[config.mk]
export PLATFORM = sky130hd
export DESIGN_NAME = pin_share_port
export DESIGN_NICKNAME = d
export VERILOG_FILES = /design/src/rtl/pin_share_pkg.sv /design/src/rtl/pin_share_sync.sv /design/src/rtl/pin_share_ctrl.sv /design/src/rtl/pin_share_dp.sv /design/src/rtl/pin_share_port.sv
export SDC_FILE = /design/constraint.sdc
export NUM_CORES = 1
export LEC_CHECK = 0
export CAP_MARGIN = 20
export CORE_AREA = 8 8 103 68
export DETAILED_ROUTE_END_ITERATION = 16
export DIE_AREA = 0 0 111 76
export PLACE_DENSITY = 0.69
export SLEW_MARGIN = 20
export SYNTH_ARGS = -nofsm -noshare
export SYNTH_HDL_FRONTEND = slang
export SYNTH_SLANG_ARGS = --single-unit
[constraint.sdc]
create_clock -name clk -period 1.7 [get_ports clk]
set_input_delay 0.51 -clock clk [delete_from_list [all_inputs] [get_ports clk]]
set_output_delay 0.51 -clock clk [all_outputs]
set_load 0.02 [all_outputs]
[src/rtl/pin_share_pkg.sv]
package pin_share_pkg;
  localparam int ADDR_W = 3;
  localparam int OPT_W = 4;
  localparam int OPT_BZ = 0;
  localparam int OPT_INT = 1;
  localparam int OPT_TMR_LO = 2;
  localparam logic [1:0] TMR_EXT = 2'b10;

  typedef enum logic [ADDR_W-1:0] {
    REG_PORT = 3'd0,
    REG_DIR  = 3'd1,
    REG_PULL = 3'd2,
    REG_OPT  = 3'd3,
    REG_FLAG = 3'd4
  } reg_sel_e;

  typedef struct packed {
    logic wrLatch;
    logic wrDir;
    logic wrPull;
    logic wrOpt;
    logic clrFlag;
  } strobe_t;
endpackage

[src/rtl/pin_share_sync.sv]
module pin_share_sync #(
  parameter int WIDTH = 8,
  parameter int STAGES = 2
) (
  input  logic             clk,
  input  logic             rstN,
  input  logic [WIDTH-1:0] d,
  output logic [WIDTH-1:0] q
);
  logic [WIDTH-1:0] stg [STAGES];

  for (genvar s = 0; s < STAGES; s++) begin : g_stage
    always_ff @(posedge clk or negedge rstN) begin
      if (!rstN) begin
        stg[s] <= '0;
      end else if (s == 0) begin
        stg[s] <= d;
      end else begin
        stg[s] <= stg[(s == 0) ? 0 : s-1];
      end
    end
  end

  assign q = stg[STAGES-1];
endmodule

[src/rtl/pin_share_ctrl.sv]
module pin_share_ctrl
  import pin_share_pkg::*;
#(
  parameter int WIDTH = 8
) (
  input  logic              regWe,
  input  logic [ADDR_W-1:0] regAddr,
  input  logic [WIDTH-1:0]  regWrData,
  input  logic [WIDTH-1:0]  portRd,
  input  logic [WIDTH-1:0]  dirVal,
  input  logic [WIDTH-1:0]  pullVal,
  input  logic [OPT_W-1:0]  optVal,
  input  logic              flagVal,
  output strobe_t           strobes,
  output logic [WIDTH-1:0]  regRdData
);
  always_comb begin
    strobes = '0;
    if (regWe) begin
      case (regAddr)
        REG_PORT: strobes.wrLatch = 1'b1;
        REG_DIR:  strobes.wrDir   = 1'b1;
        REG_PULL: strobes.wrPull  = 1'b1;
        REG_OPT:  strobes.wrOpt   = 1'b1;
        REG_FLAG: strobes.clrFlag = regWrData[0];
        default:  strobes = '0;
      endcase
    end
  end

  always_comb begin
    regRdData = '0;
    case (regAddr)
      REG_PORT: regRdData = portRd;
      REG_DIR:  regRdData = dirVal;
      REG_PULL: regRdData = pullVal;
      REG_OPT:  regRdData[OPT_W-1:0] = optVal;
      REG_FLAG: regRdData[0] = flagVal;
      default:  regRdData = '0;
    endcase
  end
endmodule

[src/rtl/pin_share_dp.sv]
module pin_share_dp
  import pin_share_pkg::*;
#(
  parameter int WIDTH = 8,
  parameter int SYNC_STAGES = 2,
  parameter int BZ_PIN = 0,
  parameter int INT_PIN = 2,
  parameter int TMR_PIN = 3
) (
  input  logic             clk,
  input  logic             rstN,
  input  strobe_t          strobes,
  input  logic [WIDTH-1:0] wrData,
  input  logic [WIDTH-1:0] padIn,
  input  logic             toneIn,
  output logic [WIDTH-1:0] padOut,
  output logic [WIDTH-1:0] padOe,
  output logic [WIDTH-1:0] pullEn,
  output logic             irqPulse,
  output logic             irqFlag,
  output logic             tmrPulse,
  output logic [WIDTH-1:0] portRd,
  output logic [WIDTH-1:0] dirVal,
  output logic [WIDTH-1:0] pullVal,
  output logic [OPT_W-1:0] optVal
);
  logic [WIDTH-1:0] latchQ, dirQ, pullQ, syncQ, prevQ;
  logic [OPT_W-1:0] optQ;
  logic flagQ;
  logic bzEn, intEn, tmrExt;

  always_ff @(posedge clk or negedge rstN) begin
    if (!rstN) begin
      latchQ <= '0;
      dirQ   <= '1;
      pullQ  <= '0;
      optQ   <= '0;
    end else begin
      if (strobes.wrLatch) latchQ <= wrData;
      if (strobes.wrDir)   dirQ   <= wrData;
      if (strobes.wrPull)  pullQ  <= wrData;
      if (strobes.wrOpt)   optQ   <= wrData[OPT_W-1:0];
    end
  end

  pin_share_sync #(.WIDTH(WIDTH), .STAGES(SYNC_STAGES)) sync_i (
    .clk(clk), .rstN(rstN), .d(padIn), .q(syncQ)
  );

  always_ff @(posedge clk or negedge rstN) begin
    if (!rstN) prevQ <= '0;
    else       prevQ <= syncQ;
  end

  assign bzEn   = optQ[OPT_BZ];
  assign intEn  = optQ[OPT_INT];
  assign tmrExt = (optQ[OPT_TMR_LO+1:OPT_TMR_LO] == TMR_EXT);

  assign irqPulse = intEn && prevQ[INT_PIN] && !syncQ[INT_PIN];
  assign tmrPulse = tmrExt && !prevQ[TMR_PIN] && syncQ[TMR_PIN];

  always_ff @(posedge clk or negedge rstN) begin
    if (!rstN)          flagQ <= 1'b0;
    else if (irqPulse)  flagQ <= 1'b1;
    else if (strobes.clrFlag) flagQ <= 1'b0;
  end

  for (genvar i = 0; i < WIDTH; i++) begin : g_pin
    localparam bit IS_BZ_A = (i == BZ_PIN);
    localparam bit IS_BZ_B = (i == BZ_PIN + 1);
    localparam bit IS_INT  = (i == INT_PIN);
    localparam bit IS_TMR  = (i == TMR_PIN);
    logic bzHere, altIn, effIn;

    assign bzHere = (IS_BZ_A || IS_BZ_B) && bzEn;
    assign altIn  = (IS_INT && intEn) || (IS_TMR && tmrExt);
    assign effIn  = altIn || (dirQ[i] && !bzHere);

    assign padOe[i]  = !effIn;
    assign pullEn[i] = pullQ[i] && effIn;
    assign padOut[i] = (IS_BZ_A && bzEn) ? toneIn :
                       (IS_BZ_B && bzEn) ? !toneIn : latchQ[i];
    assign portRd[i] = effIn ? syncQ[i] : latchQ[i];
  end

  assign irqFlag = flagQ;
  assign dirVal  = dirQ;
  assign pullVal = pullQ;
  assign optVal  = optQ;
endmodule

[src/rtl/pin_share_port.sv]
module pin_share_port
  import pin_share_pkg::*;
#(
  parameter int WIDTH = 8,
  parameter int SYNC_STAGES = 2,
  parameter int BZ_PIN = 0,
  parameter int INT_PIN = 2,
  parameter int TMR_PIN = 3
) (
  input  logic              clk,
  input  logic              rstN,
  input  logic              regWe,
  input  logic [ADDR_W-1:0] regAddr,
  input  logic [WIDTH-1:0]  regWrData,
  output logic [WIDTH-1:0]  regRdData,
  input  logic [WIDTH-1:0]  padIn,
  input  logic              toneIn,
  output logic [WIDTH-1:0]  padOut,
  output logic [WIDTH-1:0]  padOe,
  output logic [WIDTH-1:0]  pullEn,
  output logic              irqPulse,
  output logic              irqFlag,
  output logic              tmrPulse
);
  strobe_t strobes;
  logic [WIDTH-1:0] portRd, dirVal, pullVal;
  logic [OPT_W-1:0] optVal;

  pin_share_ctrl #(.WIDTH(WIDTH)) ctrl_i (
    .regWe(regWe), .regAddr(regAddr), .regWrData(regWrData),
    .portRd(portRd), .dirVal(dirVal), .pullVal(pullVal),
    .optVal(optVal), .flagVal(irqFlag),
    .strobes(strobes), .regRdData(regRdData)
  );

  pin_share_dp #(
    .WIDTH(WIDTH), .SYNC_STAGES(SYNC_STAGES),
    .BZ_PIN(BZ_PIN), .INT_PIN(INT_PIN), .TMR_PIN(TMR_PIN)
  ) dp_i (
    .clk(clk), .rstN(rstN), .strobes(strobes), .wrData(regWrData),
    .padIn(padIn), .toneIn(toneIn),
    .padOut(padOut), .padOe(padOe), .pullEn(pullEn),
    .irqPulse(irqPulse), .irqFlag(irqFlag), .tmrPulse(tmrPulse),
    .portRd(portRd), .dirVal(dirVal), .pullVal(pullVal), .optVal(optVal)
  );
endmodule

# Yosys cells after proc, flatten, opt, wreduce, memory -nomap -nowiden
# Cells that the tools add are included.
# Widths: inputs -> output; s select.
# totals
output_inout_bits,35
elab_cells,64
reg_bits,49
# op_classes
eq_ne,5
n_mux,21
reduce_logical,30
# ops
op,n
$mux 1,17
$logic_and 1x1->1,14
$logic_not 1->1,12
$pmux 3 s4,1
$pmux 4 s3,1
$eq 3x2->1 const B,2
$mux 5,1
$pmux 1 s5,1
$eq 3x1->1 const B,1
$eq 3x3->1 const B,1
$logic_not 3->1,1
$eq 2x2->1 const B,1
$logic_or 1x1->1,2
$reduce_bool 2->1,1

# Logic depth before layout (Yosys ltp)
# Gate-level depths: netlist of run 1.
# depth
ltp_word,5
ltp_mapped,5
mapped_depth_nobuf,3

# Cells and area by module
# Synthesis of run 1 repeated with hierarchy kept, for this count alone.
# unflattened
cells_unflattened,178
hier_area_um2,2232.1
# modules_own_cells
mod,seq_area_each_um2,area_per_inst_um2,cells_per_inst,instances
pin_share_dp,785.8,1426.4,111,1
pin_share_sync,400.4,460.4,24,1
pin_share_ctrl,0.0,345.3,43,1

# Worst setup path before layout of run 1
# No wires, ideal clock.
# synth_path
path_type,input to output
from,in regAddr[0]
to,out regRdData[4]
setup_slack_ns,-0.344
n_path_buf,2
required_time_ns,1.190
path_stages,5
t_arrival_ns,1.534
cell_sequence,buf_2 > buf_2 > nor2_1 > nand3_1 > a31oi_1
# synth_between
elab_chain_cells,2
elab_cells_between_ends,4
classes_between,2 x eq/ne; 1 x mux; 1 x reduce/logical
# synth_rtl
element,line_no,source
"start, declared",pin_share_port.sv:13,"input logic [ADDR_W-1:0] regAddr,"
"$eq 3x2->1, or another cell as far along",pin_share_ctrl.sv:33,case (regAddr)
$pmux 4 s3 (*),pin_share_ctrl.sv:33,
"end, declared",pin_share_port.sv:15,"output logic [WIDTH-1:0] regRdData,"
# Every way passes the cells marked *; elsewhere a longest branch is shown, timed or not.

# Final worst setup path of run 1
# layout_path
from,in regAddr[0]
to,out regRdData[0]
# layout_between
elab_chain_cells,2
elab_cells_between_ends,6
classes_between,4 x eq/ne; 1 x mux; 1 x reduce/logical
# layout_rtl
element,line_no
"$eq 3x3->1, or another cell as far along",pin_share_ctrl.sv:33
$pmux 1 s5 (*),pin_share_ctrl.sv:33
# Marked as above.

==> flow_metrics.py, run 1 <==
metrics = {
    "run_status": {
        "run_status": "finished, violations left",
        "failed_checks": "negative setup slack",
    },
    "sta": {
        "setup_tns_ns": -2.57,
        "hold_viol": 0,
        "timing_max_transition_violations_final": 0,
        "max_slew.worst_pin.slew_ns": 0.454,
        "timing.final.ws_setup_ns": -0.320,
        "rsz0062_at_grt": "true",
        "final.setup_skew_ns": 0.00826,
        "period_needed_ns": 2.02,
        "final.hold.worst_slack_ns": 0.154,
        "period_share_pct": 119,
        "worst_slew_margin_rel_pct": 69.7,
        "max_freq_mhz": 495,
        "endpoints_failing_setup": 16,
    },
    "place": {
        "place_congestion": 0.797,
        "place.detailed.hpwl_mm": 4.21,
        "dp.cells": 326,
        "io_buffers": 57,
    },
    "clock_tree": {
        "clkSlewWorstSetupHoldPaths_ns": 0.09,
        "cts_max_level": 2,
        "insertion_delay_ns": 0.29,
        "root_buffer": "sky130_fd_sc_hd__clkbuf_8",
        "cts_sinks": 47,
        "number_of_buffers_inserted_during_clock_tree_synthesis": 5,
        "tritoncts": "yes",
        "cts.path.max_buffers": 2,
    },
    "cells_and_area": {
        "antenna_cells": 0,
        "layout-drive-gt1-share_pct": 64.1,
        "fin_util_pct": 62.5,
        "layout.cells.non_filler": 345,
        "flow.area_growth_from_synthesis_pct": 68.7,
        "finalNetCount": 295,
    },
    "floorplan": {
        "core_um2": 5640,
        "die_area_um2": 8440,
        "floorplan.initialDensity_pct": 37.1,
        "row_count": 22,
        "die_w_um": 111,
        "io_pins": 58,
        "die_height_um": 76,
    },
    "worst_setup_path": {
        "timing.critical_path.max_delay_family": "buffers and inverters",
        "critical_path.slowest_cell": "sky130_fd_sc_hd__nor4bb_4",
        "start_kind": "primary input",
        "cp_slowest_stage_delay_ns": 0.26,
        "crit_end_element": "output port",
        "critical_path_class": "primary input to output port",
        "critPathRequiredTime_ns": 1.19,
        "critical_path_buf_inv_count": 4,
        "cp_data_arrival_time_ns": 1.51,
        "timing.critical_path.cells": "buf_6, buf_8, buf_12, nor4bb_4, a31oi_1, o211ai_1, buf_4",
        "critical_path.max_fanout": 5,
    },
    "global_route": {
        "global_route_wire_length_before_repair_mm": 9.45,
        "grt_antenna_before_repair": 0,
        "grt_pass1_vias": 1805,
        "grt_start_max_net_pins": 18,
        "globalRouteOverflowTotal": 0,
        "grt_usage_pct": 13.6,
    },
    "drt": {
        "total_wire_length_after_detailed_routing_mm": 5.81,
        "first_iter_violations": 25,
        "firstDrtPassIters": 4,
        "detail_route.wl_per_cell_um": 16.8,
        "ant_nets": 0,
        "route.vias.total": 1626,
        "drc": 0,
        "route.detailed.vias_per_inst": 4.71,
    },
    "power": {
        "power.ir.vdd_worst_v": 0.000581,
        "total_leakage_power_nw": 1.61,
        "power_per_cell_area_nw_per_um2": 1070,
        "design_power_total_mw": 3.76,
    },
    "yosys": {
        "ys_top_cells_by_area": "sky130_fd_sc_hd__dfrtp_1 47%, sky130_fd_sc_hd__mux2_2 17%, sky130_fd_sc_hd__dfstp_2 10%",
        "synth.ff_latch_count": 47,
        "syn_area_per_cell_um2": 12.7,
        "ys_seq_area_share_pct": 56.7,
        "syn-num-nets": 188,
        "mappedNetlistArea_um2": 2090,
        "synthDominantCellAreaShare_pct": 46.7,
        "netlist_instances": 165,
        "synth_cell_types": 32,
        "netlist.top_cell.by_area": "sky130_fd_sc_hd__dfrtp_1",
        "synth_warnings": 0,
    },
    "job": {
        "max-cap-violations": 0,
    },
    "hold_path": {
        "holdCritPathClass": "primary input to asynchronous set/reset pin",
    },
}
[worst paths after layout]
check / start / end / slack (ns) / cells after the start
min in group clk: dp_i.sync_i.stg[14] / dp_i.sync_i.q[6] / 0.35 / 0
worst min register to register: dp_i.sync_i.stg[14] / dp_i.sync_i.q[6] / 0.35 / 0
worst max register to register: dp_i.optVal[1] / dp_i.irqFlag / 0.68 / 3
max in group asynchronous: rstN / dp_i.dirVal[3] / 1.01 / 2
worst max-delay path: regAddr[0] / regRdData[0] / -0.32 / 7
worst min-delay path: rstN / dp_i.irqFlag / 0.15 / 1
[report_power, final]
part           leakage (nW)  switching [mW]  internal (mW)
logic                  1.01           0.640          0.835
registers             0.541           0.160           1.33
clock network        0.0524           0.360          0.440
total                  1.61            1.16           2.60
[flip-flops by register name, indices dropped and copies added (netlist names)]
register         cells
dp_i.dirVal          8
dp_i.irqFlag         1
dp_i.latchQ          8
dp_i.optVal          4
dp_i.prevQ           2
dp_i.pullVal         8
dp_i.sync_i.q        8
dp_i.sync_i.stg      8
[metal layers]
| metal | vias to the layer above | GRT usage (%) | routed length (um) |
|---|---|---|---|
| met4 | 0 | 2.42 | 22 |
| met1 | 791 | 17.9 | 2760 |
| met2 | 38 | 21.5 | 2720 |
| li1 | 792 | - | - |
| met3 | 5 | 4.56 | 305 |
| met5 | - | 0 | 0 |
[cells in the final DEF, fill, tap and decap left out, types with 2 or more instances in the layout]
cell type                         netlist  routed
sky130_fd_sc_hd__buf_4                  8      42
sky130_fd_sc_hd__dfrtp_1               39      36
sky130_fd_sc_hd__buf_6                  0      31
sky130_fd_sc_hd__mux2_2                31      29
sky130_fd_sc_hd__clkdlybuf4s50_1        0      16
sky130_fd_sc_hd__dfstp_2                8       8
sky130_fd_sc_hd__inv_2                  0       6
sky130_fd_sc_hd__nand2_1                7       6
sky130_fd_sc_hd__buf_2                  3       6
sky130_fd_sc_hd__nor2_4                 0       5
sky130_fd_sc_hd__o211ai_1               5       5
sky130_fd_sc_hd__nand3_2                0       5
sky130_fd_sc_hd__clkbuf_8               0       5
sky130_fd_sc_hd__dlygate4sd2_1          0       5
sky130_fd_sc_hd__mux2i_1                4       4
sky130_fd_sc_hd__nand2b_4               1       4
sky130_fd_sc_hd__a31oi_4                0       4
sky130_fd_sc_hd__nor2b_4                0       3
sky130_fd_sc_hd__inv_1                  9       3
sky130_fd_sc_hd__and2_4                 0       3
sky130_fd_sc_hd__dfrtp_2                0       3
sky130_fd_sc_hd__clkdlybuf4s15_1        0       3
sky130_fd_sc_hd__buf_12                 0       3
sky130_fd_sc_hd__a21oi_1                2       2
sky130_fd_sc_hd__mux2_4                 0       2
sky130_fd_sc_hd__nor2b_1                6       2
sky130_fd_sc_hd__nor3_4                 2       2
sky130_fd_sc_hd__clkbuf_1               0       2
sky130_fd_sc_hd__buf_8                  0       2
[what timing repair did]
action                     4_1_cts  5_1_grt
gates cloned                     2        0
setup buffers                    9        3
gates resized for setup        208       31
hold buffers                     0        0
pin swaps                       13        7
setup endpoints to repair       59       35
[synth_stat cells]
cell	instances
sky130_fd_sc_hd__a211o_1	1
sky130_fd_sc_hd__a21oi_1	2
sky130_fd_sc_hd__a22oi_1	1
sky130_fd_sc_hd__a31oi_1	5
sky130_fd_sc_hd__a32oi_1	1
sky130_fd_sc_hd__and2_1	4
sky130_fd_sc_hd__and2b_1	1
sky130_fd_sc_hd__and3_1	1
sky130_fd_sc_hd__and3b_1	1
sky130_fd_sc_hd__buf_2	3
sky130_fd_sc_hd__buf_4	8
sky130_fd_sc_hd__dfrtp_1	39
sky130_fd_sc_hd__dfstp_2	8
sky130_fd_sc_hd__inv_1	9
sky130_fd_sc_hd__mux2_1	1
sky130_fd_sc_hd__mux2_2	31
sky130_fd_sc_hd__mux2i_1	4
sky130_fd_sc_hd__nand2_1	7
sky130_fd_sc_hd__nand2b_1	4
sky130_fd_sc_hd__nand2b_4	1
sky130_fd_sc_hd__nand3_1	6
sky130_fd_sc_hd__nand4b_1	1
sky130_fd_sc_hd__nor2_1	7
sky130_fd_sc_hd__nor2b_1	6
sky130_fd_sc_hd__nor3_4	2
sky130_fd_sc_hd__nor3b_1	1
sky130_fd_sc_hd__nor4bb_1	1
sky130_fd_sc_hd__o2111ai_1	1
sky130_fd_sc_hd__o211ai_1	5
sky130_fd_sc_hd__o21ai_0	1
sky130_fd_sc_hd__o22ai_1	1
sky130_fd_sc_hd__o31ai_1	1
[metrics by stage]
| step | setup WS [ns] | area [um^2] |
|---|---|---|
| 4_1_cts | -0.310 | 3460 |
| 6_report | -0.320 | 3530 |
| 5_1_grt | -0.369 | 3530 |
| 3_5_place_dp | -1.18 | 3140 |
| 2_1_floorplan | -0.0735 | 2220 |
| 3_3_place_gp | -1.16 | 3140 |
[final cells by class]
class                      instances  area (um^2)
fill                             434         2110
timing repair buffer             111         1070
inverter                           9         33.8
clock inverter                     1         30.0
sequential                        47         1190
multi-input combinational         98         1030
tap                               72         90.1
clock buffer                       7         76.3
[cells by family after synthesis]
kind of cell           Yosys count  share of synthesized area [%]
buffers and inverters           20                           5.20
muxes                           36                           19.1
AOI/OAI and AO/OA               19                           6.28
and+or+nand+nor                 43                           12.7
DFF                             47                           56.7
[worst register-to-register path: cells and delay by family (launching register included)]
kind	cells	cell delay, ns
simple gates	2	0.32
buf+inv	1	0.13
flops	1	0.45
Note: power is estimated with default switching activity, not from simulation.
==> inputs of run 2 (changes only) <==
Settings changed: ABC_AREA set to 1, CORE_AREA 8 8 103 68 to 8 8 106 69, DIE_AREA 0 0 111 76 to 0 0 114 77.
==> flow_metrics.py, run 2 <==
metrics = {
    "yosys": {
        "syn_area_per_cell_um2": 9.00,
        "syn-num-nets": 270,
        "synthDominantCellAreaShare_pct": 43.9,
        "ys_seq_area_share_pct": 53.3,
        "netlist_instances": 247,
        "synth.top_cells.by_count": "75 x sky130_fd_sc_hd__nand2_1, 39 x sky130_fd_sc_hd__dfrtp_1, 32 x sky130_fd_sc_hd__inv_1",
        "synth_ff_type": "sky130_fd_sc_hd__dfrtp_1",
        "ys_top_cells_by_area": "sky130_fd_sc_hd__dfrtp_1 44%, sky130_fd_sc_hd__nand2_1 13%, sky130_fd_sc_hd__dfstp_2 9.5%",
        "synth.ff_latch_count": 47,
        "mappedNetlistArea_um2": 2220,
        "netlist.top_cell.by_area": "sky130_fd_sc_hd__dfrtp_1",
        "synth_cell_types": 22,
        "async_set_reset_flop_share_out_of_synthesis_pct": 100,
        "most_common_cell_in_the_synthesized_netlist": "sky130_fd_sc_hd__nand2_1",
        "synth_warnings": 0,
        "synth_edf_count": 0,
    },
    "drt": {
        "firstDrtPassIters": 4,
        "total_wire_length_after_detailed_routing_mm": 5.86,
        "first_iter_violations": 73,
        "detail_route.wl_per_cell_um": 13.5,
        "drc": 0,
        "route.vias.total": 1933,
        "ant_nets": 0,
        "route.detailed.vias_per_inst": 4.46,
    },
    "worst_setup_path": {
        "crit_end_element": "output port",
        "timing.critical_path.mode_cell": "sky130_fd_sc_hd__nand2_2",
        "critPathRequiredTime_ns": 1.19,
        "timing.critical_path.cells": "nand2_2, o211ai_1, nand2_2, buf_6",
        "critical_path.slowest_cell": "sky130_fd_sc_hd__dfstp_2",
        "critical_path.max_fanout": 4,
        "timing.critical_path.max_delay_family": "flip-flops",
        "cp_slowest_stage_delay_ns": 0.55,
        "critical_path_buf_inv_count": 1,
        "critical_path_class": "flop to output port",
        "cp_data_arrival_time_ns": 1.32,
        "start_kind": "flop",
    },
    "global_route": {
        "grt_start_max_net_pins": 48,
        "global_route_wire_length_before_repair_mm": 9.71,
        "grt_usage_pct": 13.8,
        "globalRouteOverflowTotal": 0,
        "grt_pass1_vias": 1958,
        "grt_antenna_before_repair": 0,
    },
    "sta": {
        "period_share_pct": 108,
        "final.hold.worst_slack_ns": 0.175,
        "max_freq_mhz": 546,
        "hold_viol": 0,
        "rsz0062_at_grt": "true",
        "endpoints_failing_setup": 15,
        "timing.final.ws_setup_ns": -0.131,
        "period_needed_ns": 1.83,
        "worst_slew_margin_rel_pct": 82.7,
        "final.setup_skew_ns": 0.00220,
        "setup_tns_ns": -1.16,
        "max_slew.worst_pin.slew_ns": 0.260,
        "timing_max_transition_violations_final": 0,
    },
    "power": {
        "total_leakage_power_nw": 1.78,
        "power.ir.vdd_worst_v": 0.000591,
        "power_per_cell_area_nw_per_um2": 1010,
    },
    "cells_and_area": {
        "multiInputGateArea_um2": 971,
        "final.fill_count": 526,
        "layout-drive-gt1-share_pct": 52.7,
        "finalNetCount": 371,
        "flow.area_growth_from_synthesis_pct": 59.2,
        "ff_latch_area_um2": 1190,
        "commonest_cells_after_routing_fill_and_taps_aside": "55 x sky130_fd_sc_hd__nand2_1, 38 x sky130_fd_sc_hd__dfrtp_1, 38 x sky130_fd_sc_hd__buf_6",
        "final_common_cell": "sky130_fd_sc_hd__nand2_1",
        "antenna_cells": 0,
    },
    "place": {
        "place.detailed.hpwl_mm": 4.20,
        "place_congestion": 0.819,
        "post-place-ws_ns": -1.11,
        "io_buffers": 57,
    },
    "job": {
        "max-cap-violations": 0,
    },
    "clock_tree": {
        "cts_sinks": 47,
        "insertion_delay_ns": 0.30,
        "clkSlewWorstSetupHoldPaths_ns": 0.08,
        "tritoncts": "yes",
        "cts_max_level": 2,
        "root_buffer": "sky130_fd_sc_hd__clkbuf_8",
        "number_of_buffers_inserted_during_clock_tree_synthesis": 5,
        "number_of_hold_buffers_added_after_cts": 0,
        "cts.path.max_buffers": 2,
    },
    "floorplan": {
        "die_area_um2": 8780,
        "core_um2": 5840,
        "io_pins": 58,
        "die_height_um": 77,
        "die_w_um": 114,
        "floorplan.initialDensity_pct": 38.1,
        "row_count": 22,
    },
    "hold_path": {
        "holdCritPathClass": "primary input to asynchronous set/reset pin",
    },
    "run_status": {
        "run_status": "finished, violations left",
        "failed_checks": "negative setup slack",
    },
}
-- run 2: worst paths after layout --
| check | startpoint | to | slack [ns] | cells after the start |
|---|---|---|---|---|
| max | dp_i.dirVal[0] | regRdData[0] | -0.13 | 4 |
| max in group asynchronous | rstN | dp_i.dirVal[4] | 1.25 | 2 |
| min in group clk | dp_i.sync_i.stg[11] | dp_i.sync_i.q[3] | 0.35 | 0 |
| min reg2reg | dp_i.sync_i.stg[11] | dp_i.sync_i.q[3] | 0.35 | 0 |
| max reg2reg | dp_i.dirVal[4] | dp_i.dirVal[4] | 0.72 | 4 |
| min | rstN | dp_i.sync_i.stg[10] | 0.17 | 2 |
-- run 2: power by group --
group | leakage (nW) | total, mW | switching [mW] | internal, mW
Sequential | 0.553 | 1.44 | 0.140 | 1.30
Combinational | 1.16 | 1.29 | 0.648 | 0.646
Clock | 0.0612 | 0.844 | 0.368 | 0.476
Total | 1.78 | 3.58 | 1.16 | 2.42
-- run 2: logic make-up (layout without fill, tap and decap cells) --
family / after synthesis / count (layout) / synth area share (%)
simple gates: 120 / 120 / 24.5
flops: 47 / 47 / 53.3
buf+inv: 46 / 148 / 10.2
compound gates: 34 / 34 / 11.9
-- run 2: layer usage --
| metal | vias up | share of wire (%) | global-route usage (%) |
|---|---|---|---|
| met1 | 877 | 48 | 19.1 |
| met4 | 0 | 1.1 | 4.62 |
| met3 | 7 | 8.6 | 4.61 |
| met2 | 70 | 42 | 19.7 |
| li1 | 979 | - | - |
| met5 | - | 0 | 0 |
-- run 2: final cells by class --
class                   instances  share of cell area, %
clock inverters                 2                  0.990
multi-input cells             154                   27.4
inverters                      35                   4.07
flip-flops and latches         47                   33.5
repair buffers                105                   28.7
clock buffers                   6                   2.33
well taps                      84                   2.97
-- run 2: through the flow --
stage                     utilization [%]  cells  area [um^2]  power (mW)
final                                60.7    433         3540        3.58
after global routing                 60.7    433         3540        3.78
after CTS                            58.2    428         3390        3.49
after detailed placement             54.3    416         3170        2.55
after global placement               54.3    416         3170        2.53
after floorplan                         -    247         2270        1.98
-- run 2: what timing repair did --
item | in CTS | in global routing
pin swaps | 26 | 14
gates resized for setup | 218 | 39
buffers inserted | 5 | 7
setup endpoints to repair | 35 | 27
==> inputs of run 3 (changes only) <==
Settings changed: CORE_AREA 8 8 106 69 to 8 8 101 67, DIE_AREA 0 0 114 77 to 0 0 109 75, GPL_ROUTABILITY_DRIVEN set to 0, PLACE_DENSITY 0.69 to 0.74.
==> flow_metrics.py, run 3 (same netlist as run 2, synthesis figures left out) <==
metrics = {
    "run_status": {
        "run_status": "finished, violations left",
        "failed_checks": "negative setup slack",
    },
    "drt": {
        "total_wire_length_after_detailed_routing_mm": 6.28,
        "detail_route.wl_per_cell_um": 14.8,
        "firstDrtPassIters": 4,
        "drc": 0,
        "route.detailed.vias_per_inst": 4.73,
        "route.vias.total": 2001,
        "first_iter_violations": 82,
        "ant_nets": 0,
    },
    "clock_tree": {
        "clkSlewWorstSetupHoldPaths_ns": 0.09,
        "cts_max_level": 2,
        "insertion_delay_ns": 0.29,
        "number_of_buffers_inserted_during_clock_tree_synthesis": 5,
        "tritoncts": "yes",
        "cts.path.max_buffers": 2,
        "number_of_hold_buffers_added_after_cts": 0,
        "root_buffer": "sky130_fd_sc_hd__clkbuf_8",
        "cts_sinks": 47,
    },
    "cells_and_area": {
        "commonest_cells_after_routing_fill_and_taps_aside": "56 x sky130_fd_sc_hd__nand2_1, 39 x sky130_fd_sc_hd__buf_6, 38 x sky130_fd_sc_hd__dfrtp_1",
        "multiInputGateArea_um2": 982,
        "layout.cells.non_filler": 423,
        "ff_latch_area_um2": 1190,
        "fin_util_pct": 68.5,
        "flow.area_growth_from_synthesis_pct": 62.7,
        "layout-drive-gt1-share_pct": 52.8,
        "antenna_cells": 0,
        "finalNetCount": 376,
        "post-route-cell-area_um2": 3620,
        "final_common_cell": "sky130_fd_sc_hd__nand2_1",
        "final.fill_count": 416,
    },
    "floorplan": {
        "io_pins": 58,
        "die_height_um": 75,
        "die_area_um2": 8180,
        "die_w_um": 109,
        "row_count": 21,
        "core_um2": 5280,
        "floorplan.initialDensity_pct": 42.1,
    },
    "sta": {
        "worst_slew_margin_rel_pct": 81.8,
        "timing.final.ws_setup_ns": -0.198,
        "timing_max_transition_violations_final": 0,
        "max_freq_mhz": 527,
        "period_share_pct": 112,
        "endpoints_failing_setup": 17,
        "rsz0062_at_grt": "true",
        "max_slew.worst_pin.slew_ns": 0.272,
        "final.setup_skew_ns": 0.000545,
        "final.hold.worst_slack_ns": 0.178,
        "hold_viol": 0,
        "setup_tns_ns": -1.49,
        "period_needed_ns": 1.90,
    },
    "place": {
        "dp.cells": 402,
        "post-place-ws_ns": -1.12,
        "place.detailed.hpwl_mm": 4.33,
        "detailed_place.area_um2": 3180,
        "io_buffers": 57,
    },
    "worst_setup_path": {
        "critical_path.max_fanout": 4,
        "critical_path_buf_inv_count": 1,
        "timing.critical_path.max_delay_family": "flip-flops",
        "critPathRequiredTime_ns": 1.19,
        "start_kind": "flop",
        "timing.critical_path.cells": "nand2_4, o211ai_1, nand2_2, buf_6",
        "cp_slowest_stage_delay_ns": 0.58,
        "critical_path_class": "flop to output port",
        "crit_end_element": "output port",
        "cp_data_arrival_time_ns": 1.39,
        "critical_path.slowest_cell": "sky130_fd_sc_hd__dfstp_2",
    },
    "global_route": {
        "grt_start_max_net_pins": 48,
        "globalRouteOverflowTotal": 0,
        "grt_pass1_vias": 2088,
        "global_route_wire_length_before_repair_mm": 9.89,
        "grt_antenna_before_repair": 0,
        "grt_usage_pct": 15.5,
    },
    "power": {
        "power.combinational.fraction_pct": 37.9,
        "pwr-share-clk_pct": 21.1,
        "cellInternalPower_mw": 2.34,
        "power.net_switching_mw": 1.19,
        "netSwitchingFraction_pct": 33.6,
        "power.ir.vdd_worst_v": 0.000435,
        "power_per_cell_area_nw_per_um2": 976,
        "sequentialPowerShare_pct": 41.0,
        "design_power_total_mw": 3.53,
        "total_leakage_power_nw": 1.82,
    },
    "job": {
        "max-cap-violations": 0,
    },
    "hold_path": {
        "holdCritPathClass": "primary input to asynchronous set/reset pin",
    },
}
[run 3: cell types whose count changed in the layout (fill, tap and decap cells not counted), moves of 2 or more]
cell                      delta
sky130_fd_sc_hd__buf_12      +3
sky130_fd_sc_hd__nand2_2     -2
sky130_fd_sc_hd__nand3_2     -2
sky130_fd_sc_hd__nor2_2      +2
[run 3: layer usage]
| layer | share of wire, % | wire length, um | GRT usage (%) |
|---|---|---|---|
| met3 | 7.0 | 441 | 4.79 |
| met4 | 0.61 | 38 | 2.71 |
| met1 | 45 | 2810 | 20.2 |
| met5 | 0 | 0 | 0 |
| met2 | 48 | 2980 | 25.1 |
[run 3: power groups by stage]
stage / Sequential (mW) / Clock, mW / Combinational [mW]
2_1_floorplan: 1.41 / 0 / 0.568
3_3_place_gp: 1.43 / 0 / 1.11
3_5_place_dp: 1.43 / 0 / 1.14
4_1_cts: 1.42 / 0.756 / 1.19
5_1_grt: 1.46 / 0.802 / 1.45
6_report: 1.45 / 0.746 / 1.34
[run 3: final cells by class]
cell class,count,share of cell area (%)
flip-flops and latches,47,32.8
multi-input cells,154,27.2
clock buffers,7,2.66
clock inverters,1,0.208
repair buffers,110,30.5
well taps,69,2.39
inverters,35,4.25
[run 3: what timing repair did]
action	4_1_cts	5_1_grt
pin swaps	19	24
buffers inserted	9	8
resized for setup	202	67
setup endpoints to repair	39	28
[run 3: worst reg2reg max path: cells and delay by family (launching register included)]
kind	cells	cell delay, ns
AOI/OAI and AO/OA	1	0.07
DFF	1	0.58
and+or+nand+nor	1	0.05
buffers and inverters	2	0.20
[run 3: path summary, 6_finish.rpt]
| path | cells after the start | from | slack (ns) | endpoint |
|---|---|---|---|---|
| max | 4 | dp_i.dirVal[0] | -0.20 | regRdData[0] |
| max in group asynchronous | 2 | rstN | 1.24 | dp_i.dirVal[1] |
| max reg2reg | 4 | dp_i.dirVal[6] | 0.74 | dp_i.dirVal[6] |
| min | 2 | rstN | 0.18 | dp_i.prevQ[3] |
| min reg2reg | 0 | dp_i.sync_i.stg[10] | 0.35 | dp_i.sync_i.q[2] |
| min in group clk | 0 | dp_i.sync_i.stg[10] | 0.35 | dp_i.sync_i.q[2] |
